### src/rtl/mc_pkg.sv
package mc_pkg;

    localparam int XLEN = 32;
    localparam int NREG = 32;

    typedef enum logic {
        ASRC_PC  = 1'b0,
        ASRC_REG = 1'b1
    } asrc_e;

    typedef enum logic [1:0] {
        BSRC_REG  = 2'b00,
        BSRC_FOUR = 2'b01,
        BSRC_IMM  = 2'b10,
        BSRC_IMM4 = 2'b11
    } bsrc_e;

    typedef enum logic [1:0] {
        NPC_ALU  = 2'b00,
        NPC_HOLD = 2'b01,
        NPC_JUMP = 2'b10
    } npc_e;

    typedef enum logic [2:0] {
        FN_ADD,
        FN_SUB,
        FN_AND,
        FN_OR,
        FN_SLT
    } alu_fn_e;

    localparam logic [5:0] FUNCT_ADD = 6'h20;
    localparam logic [5:0] FUNCT_SUB = 6'h22;
    localparam logic [5:0] FUNCT_AND = 6'h24;
    localparam logic [5:0] FUNCT_OR  = 6'h25;
    localparam logic [5:0] FUNCT_SLT = 6'h2A;

    typedef struct packed {
        logic [5:0] op;
        logic [4:0] rs;
        logic [4:0] rt;
        logic [4:0] rd;
        logic [4:0] shamt;
        logic [5:0] funct;
    } instr_t;

    function automatic logic [XLEN-1:0] sext16(input logic [15:0] v);
        return {{(XLEN-16){v[15]}}, v};
    endfunction

    function automatic alu_fn_e pick_fn(input logic [1:0] mode, input logic [5:0] funct);
        alu_fn_e f;
        case (mode)
            2'b01:   f = FN_SUB;
            2'b10: begin
                case (funct)
                    FUNCT_SUB: f = FN_SUB;
                    FUNCT_AND: f = FN_AND;
                    FUNCT_OR:  f = FN_OR;
                    FUNCT_SLT: f = FN_SLT;
                    default:   f = FN_ADD;
                endcase
            end
            default: f = FN_ADD;
        endcase
        return f;
    endfunction

endpackage

### src/rtl/mc_regfile.sv
module mc_regfile
    import mc_pkg::*;
#(
    parameter int DW   = XLEN,
    parameter int NR   = NREG
) (
    input  logic                  clk,
    input  logic                  rst,
    input  logic                  we,
    input  logic [$clog2(NR)-1:0] wa,
    input  logic [DW-1:0]         wd,
    input  logic [$clog2(NR)-1:0] ra1,
    input  logic [$clog2(NR)-1:0] ra2,
    output logic [DW-1:0]         rd1,
    output logic [DW-1:0]         rd2
);
    localparam int AW = $clog2(NR);

    logic [DW-1:0] row [NR];

    for (genvar g = 0; g < NR; g++) begin : g_row
        if (g == 0) begin : g_hard_zero
            always_ff @(posedge clk) row[g] <= '0;
        end else begin : g_entry
            always_ff @(posedge clk) begin
                if (rst)
                    row[g] <= '0;
                else if (we && wa == AW'(g))
                    row[g] <= wd;
            end
        end
    end

    assign rd1 = row[ra1];
    assign rd2 = row[ra2];


    zero_row_chk: assert property (@(posedge clk) disable iff (rst)
        (we && wa == '0) |=> (row[0] == '0));

endmodule

### src/rtl/mc_alu.sv
module mc_alu
    import mc_pkg::*;
#(
    parameter int DW = XLEN
) (
    input  logic [1:0]    mode,
    input  logic [5:0]    funct,
    input  logic [DW-1:0] a,
    input  logic [DW-1:0] b,
    output logic [DW-1:0] y,
    output logic          zero
);
    alu_fn_e fn;

    assign fn = pick_fn(mode, funct);

    always_comb begin
        case (fn)
            FN_SUB:  y = a - b;
            FN_AND:  y = a & b;
            FN_OR:   y = a | b;
            FN_SLT:  y = ($signed(a) < $signed(b)) ? DW'(1) : '0;
            default: y = a + b;
        endcase
    end

    assign zero = (y == '0);

endmodule

### src/rtl/mc_datapath.sv
module mc_datapath
    import mc_pkg::*;
#(
    parameter logic [XLEN-1:0] RESET_PC = 32'h0000_0100
) (
    input  logic        clk,
    input  logic        rst,
    input  logic        pc_we,
    input  logic        pc_we_cond,
    input  logic        addr_sel,
    input  logic        ir_we,
    input  logic        rf_we,
    input  logic        dst_sel,
    input  logic        wd_sel,
    input  logic        src_a_sel,
    input  logic [1:0]  src_b_sel,
    input  logic [1:0]  alu_mode,
    input  logic [1:0]  pc_src,
    input  logic [31:0] mem_rdata,
    output logic [31:0] mem_addr,
    output logic [31:0] mem_wdata,
    output logic [5:0]  opcode,
    output logic        zero
);
    localparam int AW = $clog2(NREG);

    logic [XLEN-1:0] pc, mdr_q, a_q, b_q, alu_q;
    instr_t          ir;
    logic [XLEN-1:0] ir_w, imm_x;
    logic [XLEN-1:0] rd1, rd2, rf_wd, op_a, op_b, alu_y, pc_next;
    logic [AW-1:0]   rf_wa;
    logic            pc_load;

    assign ir_w  = ir;
    assign imm_x = sext16(ir_w[15:0]);

    // operand steering
    always_comb begin
        op_a = (asrc_e'(src_a_sel) == ASRC_REG) ? a_q : pc;
        case (bsrc_e'(src_b_sel))
            BSRC_FOUR: op_b = XLEN'(4);
            BSRC_IMM:  op_b = imm_x;
            BSRC_IMM4: op_b = {imm_x[XLEN-3:0], 2'b00};
            default:   op_b = b_q;
        endcase
    end

    // next-PC steering
    always_comb begin
        case (npc_e'(pc_src))
            NPC_HOLD: pc_next = alu_q;
            NPC_JUMP: pc_next = {pc[XLEN-1:XLEN-4], ir_w[25:0], 2'b00};
            default:  pc_next = alu_y;
        endcase
    end

    assign pc_load = pc_we || (pc_we_cond && zero);
    assign rf_wa   = dst_sel ? ir.rd : ir.rt;
    assign rf_wd   = wd_sel ? mdr_q : alu_q;

    mc_regfile #(.DW(XLEN), .NR(NREG)) u_rf (
        .clk (clk),
        .rst (rst),
        .we  (rf_we),
        .wa  (rf_wa),
        .wd  (rf_wd),
        .ra1 (ir.rs),
        .ra2 (ir.rt),
        .rd1 (rd1),
        .rd2 (rd2)
    );

    mc_alu #(.DW(XLEN)) u_alu (
        .mode  (alu_mode),
        .funct (ir.funct),
        .a     (op_a),
        .b     (op_b),
        .y     (alu_y),
        .zero  (zero)
    );

    always_ff @(posedge clk) begin
        if (rst) begin
            pc    <= RESET_PC;
            ir    <= '0;
            mdr_q <= '0;
            a_q   <= '0;
            b_q   <= '0;
            alu_q <= '0;
        end else begin
            if (pc_load) pc <= pc_next;
            if (ir_we)   ir <= instr_t'(mem_rdata);
            mdr_q <= mem_rdata;
            a_q   <= rd1;
            b_q   <= rd2;
            alu_q <= alu_y;
        end
    end

    assign mem_addr  = addr_sel ? alu_q : pc;
    assign mem_wdata = b_q;
    assign opcode    = ir.op;


    pc_hold_chk: assert property (@(posedge clk) disable iff (rst)
        (!pc_we && !(pc_we_cond && zero)) |=> $stable(pc));


    ir_hold_chk: assert property (@(posedge clk) disable iff (rst)
        !ir_we |=> $stable(ir));


    pc_step_chk: assert property (@(posedge clk) disable iff (rst)
        (pc_we && pc_src == 2'b00 && !src_a_sel && src_b_sel == 2'b01 && alu_mode == 2'b00)
        |=> (pc == $past(pc) + 32'd4));


    pc_taken_chk: assert property (@(posedge clk) disable iff (rst)
        (pc_we_cond && zero && pc_src == 2'b01) |=> (pc == $past(alu_q)));


    jump_tgt_chk: assert property (@(posedge clk) disable iff (rst)
        (pc_we && pc_src == 2'b10)
        |=> (pc == {$past(pc[31:28]), $past(ir_w[25:0]), 2'b00}));


    zero_read_chk: assert property (@(posedge clk) disable iff (rst)
        (ir.rs == '0) |=> (a_q == '0));

endmodule

### config.mk
export PLATFORM = sky130hd
export DESIGN_NAME = mc_datapath
export DESIGN_NICKNAME = d
export VERILOG_FILES = /design/src/rtl/mc_pkg.sv /design/src/rtl/mc_regfile.sv /design/src/rtl/mc_alu.sv /design/src/rtl/mc_datapath.sv
export SDC_FILE = /design/constraint.sdc
export NUM_CORES = 2
export LEC_CHECK = 0
export BUFFER_PORTS_ARGS = -buffer_cell sky130_fd_sc_hd__buf_2
export CAP_MARGIN = 40
export CORE_AREA = 2 2 394 396
export DETAILED_ROUTE_END_ITERATION = 16
export DIE_AREA = 0 0 396 398
export PLACE_DENSITY = 0.6
export SLEW_MARGIN = 20
export SYNTH_ARGS = -nofsm -noshare
export SYNTH_HDL_FRONTEND = slang
export SYNTH_SLANG_ARGS = --single-unit
### constraint.sdc
create_clock -name clk -period 6.7 [get_ports clk]
set_input_delay 1.34 -clock clk [delete_from_list [all_inputs] [get_ports clk]]
set_output_delay 1.34 -clock clk [all_outputs]
set_load 0.01 [all_outputs]
==> PnR_summary.wiki <==
{| class="wikitable"
! Metric !! Value
|-
| Status || finished, violations left
|-
| Failing checks || setup timing
|-
| Power dissipated by switching net loads || 5370 uW
|-
| Largest fanout on the critical path || 4
|-
| # clock sinks || 1184
|-
| Net total in the final layout || 5357
|-
| Core footprint || 0.153 mm2
|-
| Remaining Overflow, GRT || 0
|-
| Maximum vdd drop || 0.267 mV
|-
| Worst R2R End || pc[0]
|-
| Rows || 144
|-
| Number of synthesized flops with an enable pin || 992
|-
| TritonCTS clock tree || done
|-
| Share of synthesized flip-flops with an asynchronous set or reset || 0%
|-
| End of the worst hold path || pc[16]
|-
| Power density relative to cell area || 252 mW/mm2
|-
| Clock period minus final worst setup slack || 6.72 ns
|-
| Fill cell instance count of the final layout || 13065
|-
| Switch share || 27.9%
|-
| Clk network pwr share || 36.7%
|-
| Sum of net half-perimeters after detailed placement || 159000 um
|-
| CP required || 5.36 ns
|-
| Worst setup SP type || input port
|-
| Minimum setup slack in the final design || -0.0175 ns
|-
| Synthesized net count || 5056
|-
| Data arrival time at the worst-slack endpoint || 5.38 ns
|-
| Leakage || 0.0268 uW
|-
| Full die area || 0.158 mm2
|-
| Register clock-pin slew on the reported worst setup and hold paths || 0.06 ns
|-
| Antenna violations before repair || 15
|-
| Type of the worst setup path || input port to output pin
|-
| Critical R2R Launch || imm_x[14]
|-
| Sequential cell area in the final layout || 0.0337 mm2
|-
| Number of buffers on the longest clock path || 3
|-
| Insertion delay of the later-clocked pin in the worst-skew pair || 0.80 ns
|-
| Proportion of layout cells with a drive suffix above 1 || 33.2%
|-
| Depth of the worst register-to-register path || 18
|-
| Start point of the critical path || src_a_sel
|-
| Worst min path class || flip-flop to flip-flop
|-
| Internal power || 13900 uW
|-
| Die Y-Extent || 398 um
|-
| Post-synthesis register bit count || 1184
|-
| Start point of the worst hold path || pc[16]
|-
| Setup slack at placement || -0.405 ns
|-
| Most frequent cells in the layout || nor2_1, edfxtp_1, mux4_2, buf_4, dfxtp_1
|-
| Number of buffers inserted during clock tree synthesis || 131
|-
| Clock tree root buffer cell || clkbuf_16
|-
| Share of power burned in combinational logic || 18.9%
|-
| Number of distinct standard cells referenced by the synthesized netlist || 95
|-
| Cells after synthesis || 4906
|-
| Starting density of the core || 41.9%
|-
| Placed instance count || 7085
|-
| Most frequent standard cell in the layout excluding fill and tap cells || nor2_1
|-
| Count of placed standard cells in the final layout, fillers left out || 7359
|-
| Width of the die || 396 um
|-
| Number of nets with antenna violations after routing || 0
|-
| DRC violations left || 0
|-
| Max-cap violations || 0
|-
| Setup slack on the worst flop-to-flop path || 1.31 ns
|-
| Element type at the critical path end || output pin
|-
| Reg power frac || 44.4%
|-
| Worst Skew || 0.0467 ns
|-
| Number of DRC violations after detailed-routing iteration 0 || 6700
|-
| Total Wirelength || 238000 um
|-
| Max transition margin || 37.5%
|-
| Gp weighted congestion || 1.00
|-
| Sequential share of the synthesized area || 52.4%
|-
| First-pass detailed-route iteration total || 5
|-
| Average wire per cell in the routed design || 32.4 um
|-
| Number of warnings issued by yosys || 0
|-
| Number of buffers inserted by port buffering || 118
|-
| Maximum clock frequency || 149 MHz
|-
| Maximum number of pins on one net before global-route repair || 120
|-
| Share of the clock period used by the worst path || 100%
|-
| WHS Path Cells || 2
|-
| Setup repair after global routing missed its margin || yes
|-
| Slew at the pin closest to its max-slew limit || 0.934 ns
|-
| Multi-input logic area || 0.0297 mm2
|-
| All-Layer GR Usage || 29.9%
|-
| Area of the mapped netlist || 0.0642 mm2
|-
| Boundary pin count || 119
|-
| Vias in the first global route || 45671
|-
| Final setup violating endpoints || 1
|-
| Final Hold Viols || 0
|-
| Average vias per placed instance || 6.36
|-
| CTS H-tree depth || 4
|-
| Max-slew violations || 0
|-
| Relative area change from synthesis to final layout || 18.9%
|-
| Global-route wire length before repair || 335000 um
|-
| Mean post-synth cell area || 13.1 um2
|-
| Dominant register cell in the synthesized netlist || edfxtp_1
|-
| Total number of vias || 46839
|-
| Post-layout total power || 19200 uW
|}
==> worst max-delay path by stage <==
stage	endpoint	slack [ns]	depth (start not counted)
floorplan	zero	0.003	18
global placement	zero	-0.45	20
detailed placement	zero	-0.40	20
CTS	zero	0.01	17
global route	zero	-0.19	21
finish	zero	-0.02	19
==> cell usage after synthesis (all sizes together), types with 20 or more instances <==
| library cell | count | area [um2] |
|---|---|---|
| mux2 | 134 | 1510 |
| nand2 | 140 | 526 |
| a211oi | 31 | 238 |
| o21bai | 37 | 278 |
| a221oi | 33 | 295 |
| ha | 100 | 1250 |
| a22o | 65 | 569 |
| dfxtp | 192 | 3840 |
| nor3 | 34 | 175 |
| nor2b | 62 | 388 |
| o21ai | 82 | 410 |
| inv | 105 | 394 |
| clkbuf | 389 | 1460 |
| o211ai | 20 | 150 |
| edfxtp | 992 | 29800 |
| a211o | 28 | 245 |
| a21oi | 91 | 455 |
| nor2 | 1193 | 4480 |
| mux2i | 170 | 1700 |
| nand2b | 38 | 238 |
| a21o | 24 | 180 |
| buf | 95 | 448 |
| mux4 | 576 | 13000 |
==> layer usage <==
layer | vias up | share of wire, % | track usage (%)
met3 | 591 | 11 | 7.54
met1 | 24066 | 37 | 39.2
li1 | 19175 | - | -
met5 | - | 0.029 | 0
met4 | 10 | 4.2 | 11.4
met2 | 2997 | 47 | 47.9
==> power by group through the flow <==
stage	sequential, uW	combinational [uW]	clock (uW)
2_1_floorplan	8550	1930	0
3_3_place_gp	8680	3260	0
3_5_place_dp	8680	3400	0
4_1_cts	8530	3520	7100
5_1_grt	8560	3810	7360
6_report	8540	3640	7060
==> what timing repair did <==
item / in CTS / in global routing
resized for setup: 102 / 62
endpoints found under the hold margin: 0 / 0
pin swaps: 38 / 22
hold buffers: 0 / 0
setup buffers: 17 / 11
gates cloned: 1 / 0
endpoints found under the setup margin: 1 / 1
==> state kept, by name, summed over array words and instances, names as in the netlist <==
name	cells
mem_wdata	32
pc	32
mdr_q	32
opcode	6
imm_x	16
u_rf.row	992
alu_q	32
ir	10
a_q	32
==> through the flow <==
step                hold WS (ns)  utilization, %  instance area [um2]  TNS [ns]
floorplan                  0.460               -                64200         0
global placement           0.467            45.5                69700     -4.48
detailed placement         0.479            46.4                71100     -3.21
CTS                        0.493            49.4                75800         0
global route               0.507            49.8                76300    -0.186
finish                     0.492            49.8                76300   -0.0175
==> worst max-delay path: stages <==
cell and delay, ns:
buf_12 0.10, bufbuf_16 0.26, mux2_2 0.37, ha_4 0.28, buf_4 0.12, inv_1 0.07, buf_4 0.16, o21bai_1 0.16
a32oi_2 0.12, buf_4 0.21, buf_4 0.13, a221o_1 0.30, a22oi_2 0.27, nand4_1 0.14, or4_4 0.59, nor4_4 0.35
nand2_1 0.11, nor2_2 0.12, buf_2 0.15
==> final cells by class <==
type	count	share of cell area, %
Antenna cell	3	0.00984
Clock buffer	177	4.69
Clock inverter	61	0.692
Inverter	105	0.517
Multi-Input combinational cell	3133	38.9
Sequential cell	1184	44.1
Tap cell	2044	3.35
Timing Repair Buffer	652	7.70
==> kinds of logic (layout without fill, tap and decap cells) <==
kind of cell	count (synthesis)	in the layout	share of synthesized area, %
mux	880	880	25.2
compound gates	558	558	6.36
buf+inv	589	995	3.59
fa+ha+maj	102	102	2.01
other cells	0	3	0
simple gates	1587	1587	10.3
xor+xnor	6	6	0.0819
flops	1184	1184	52.4
Power figures use the tool's default switching activity.
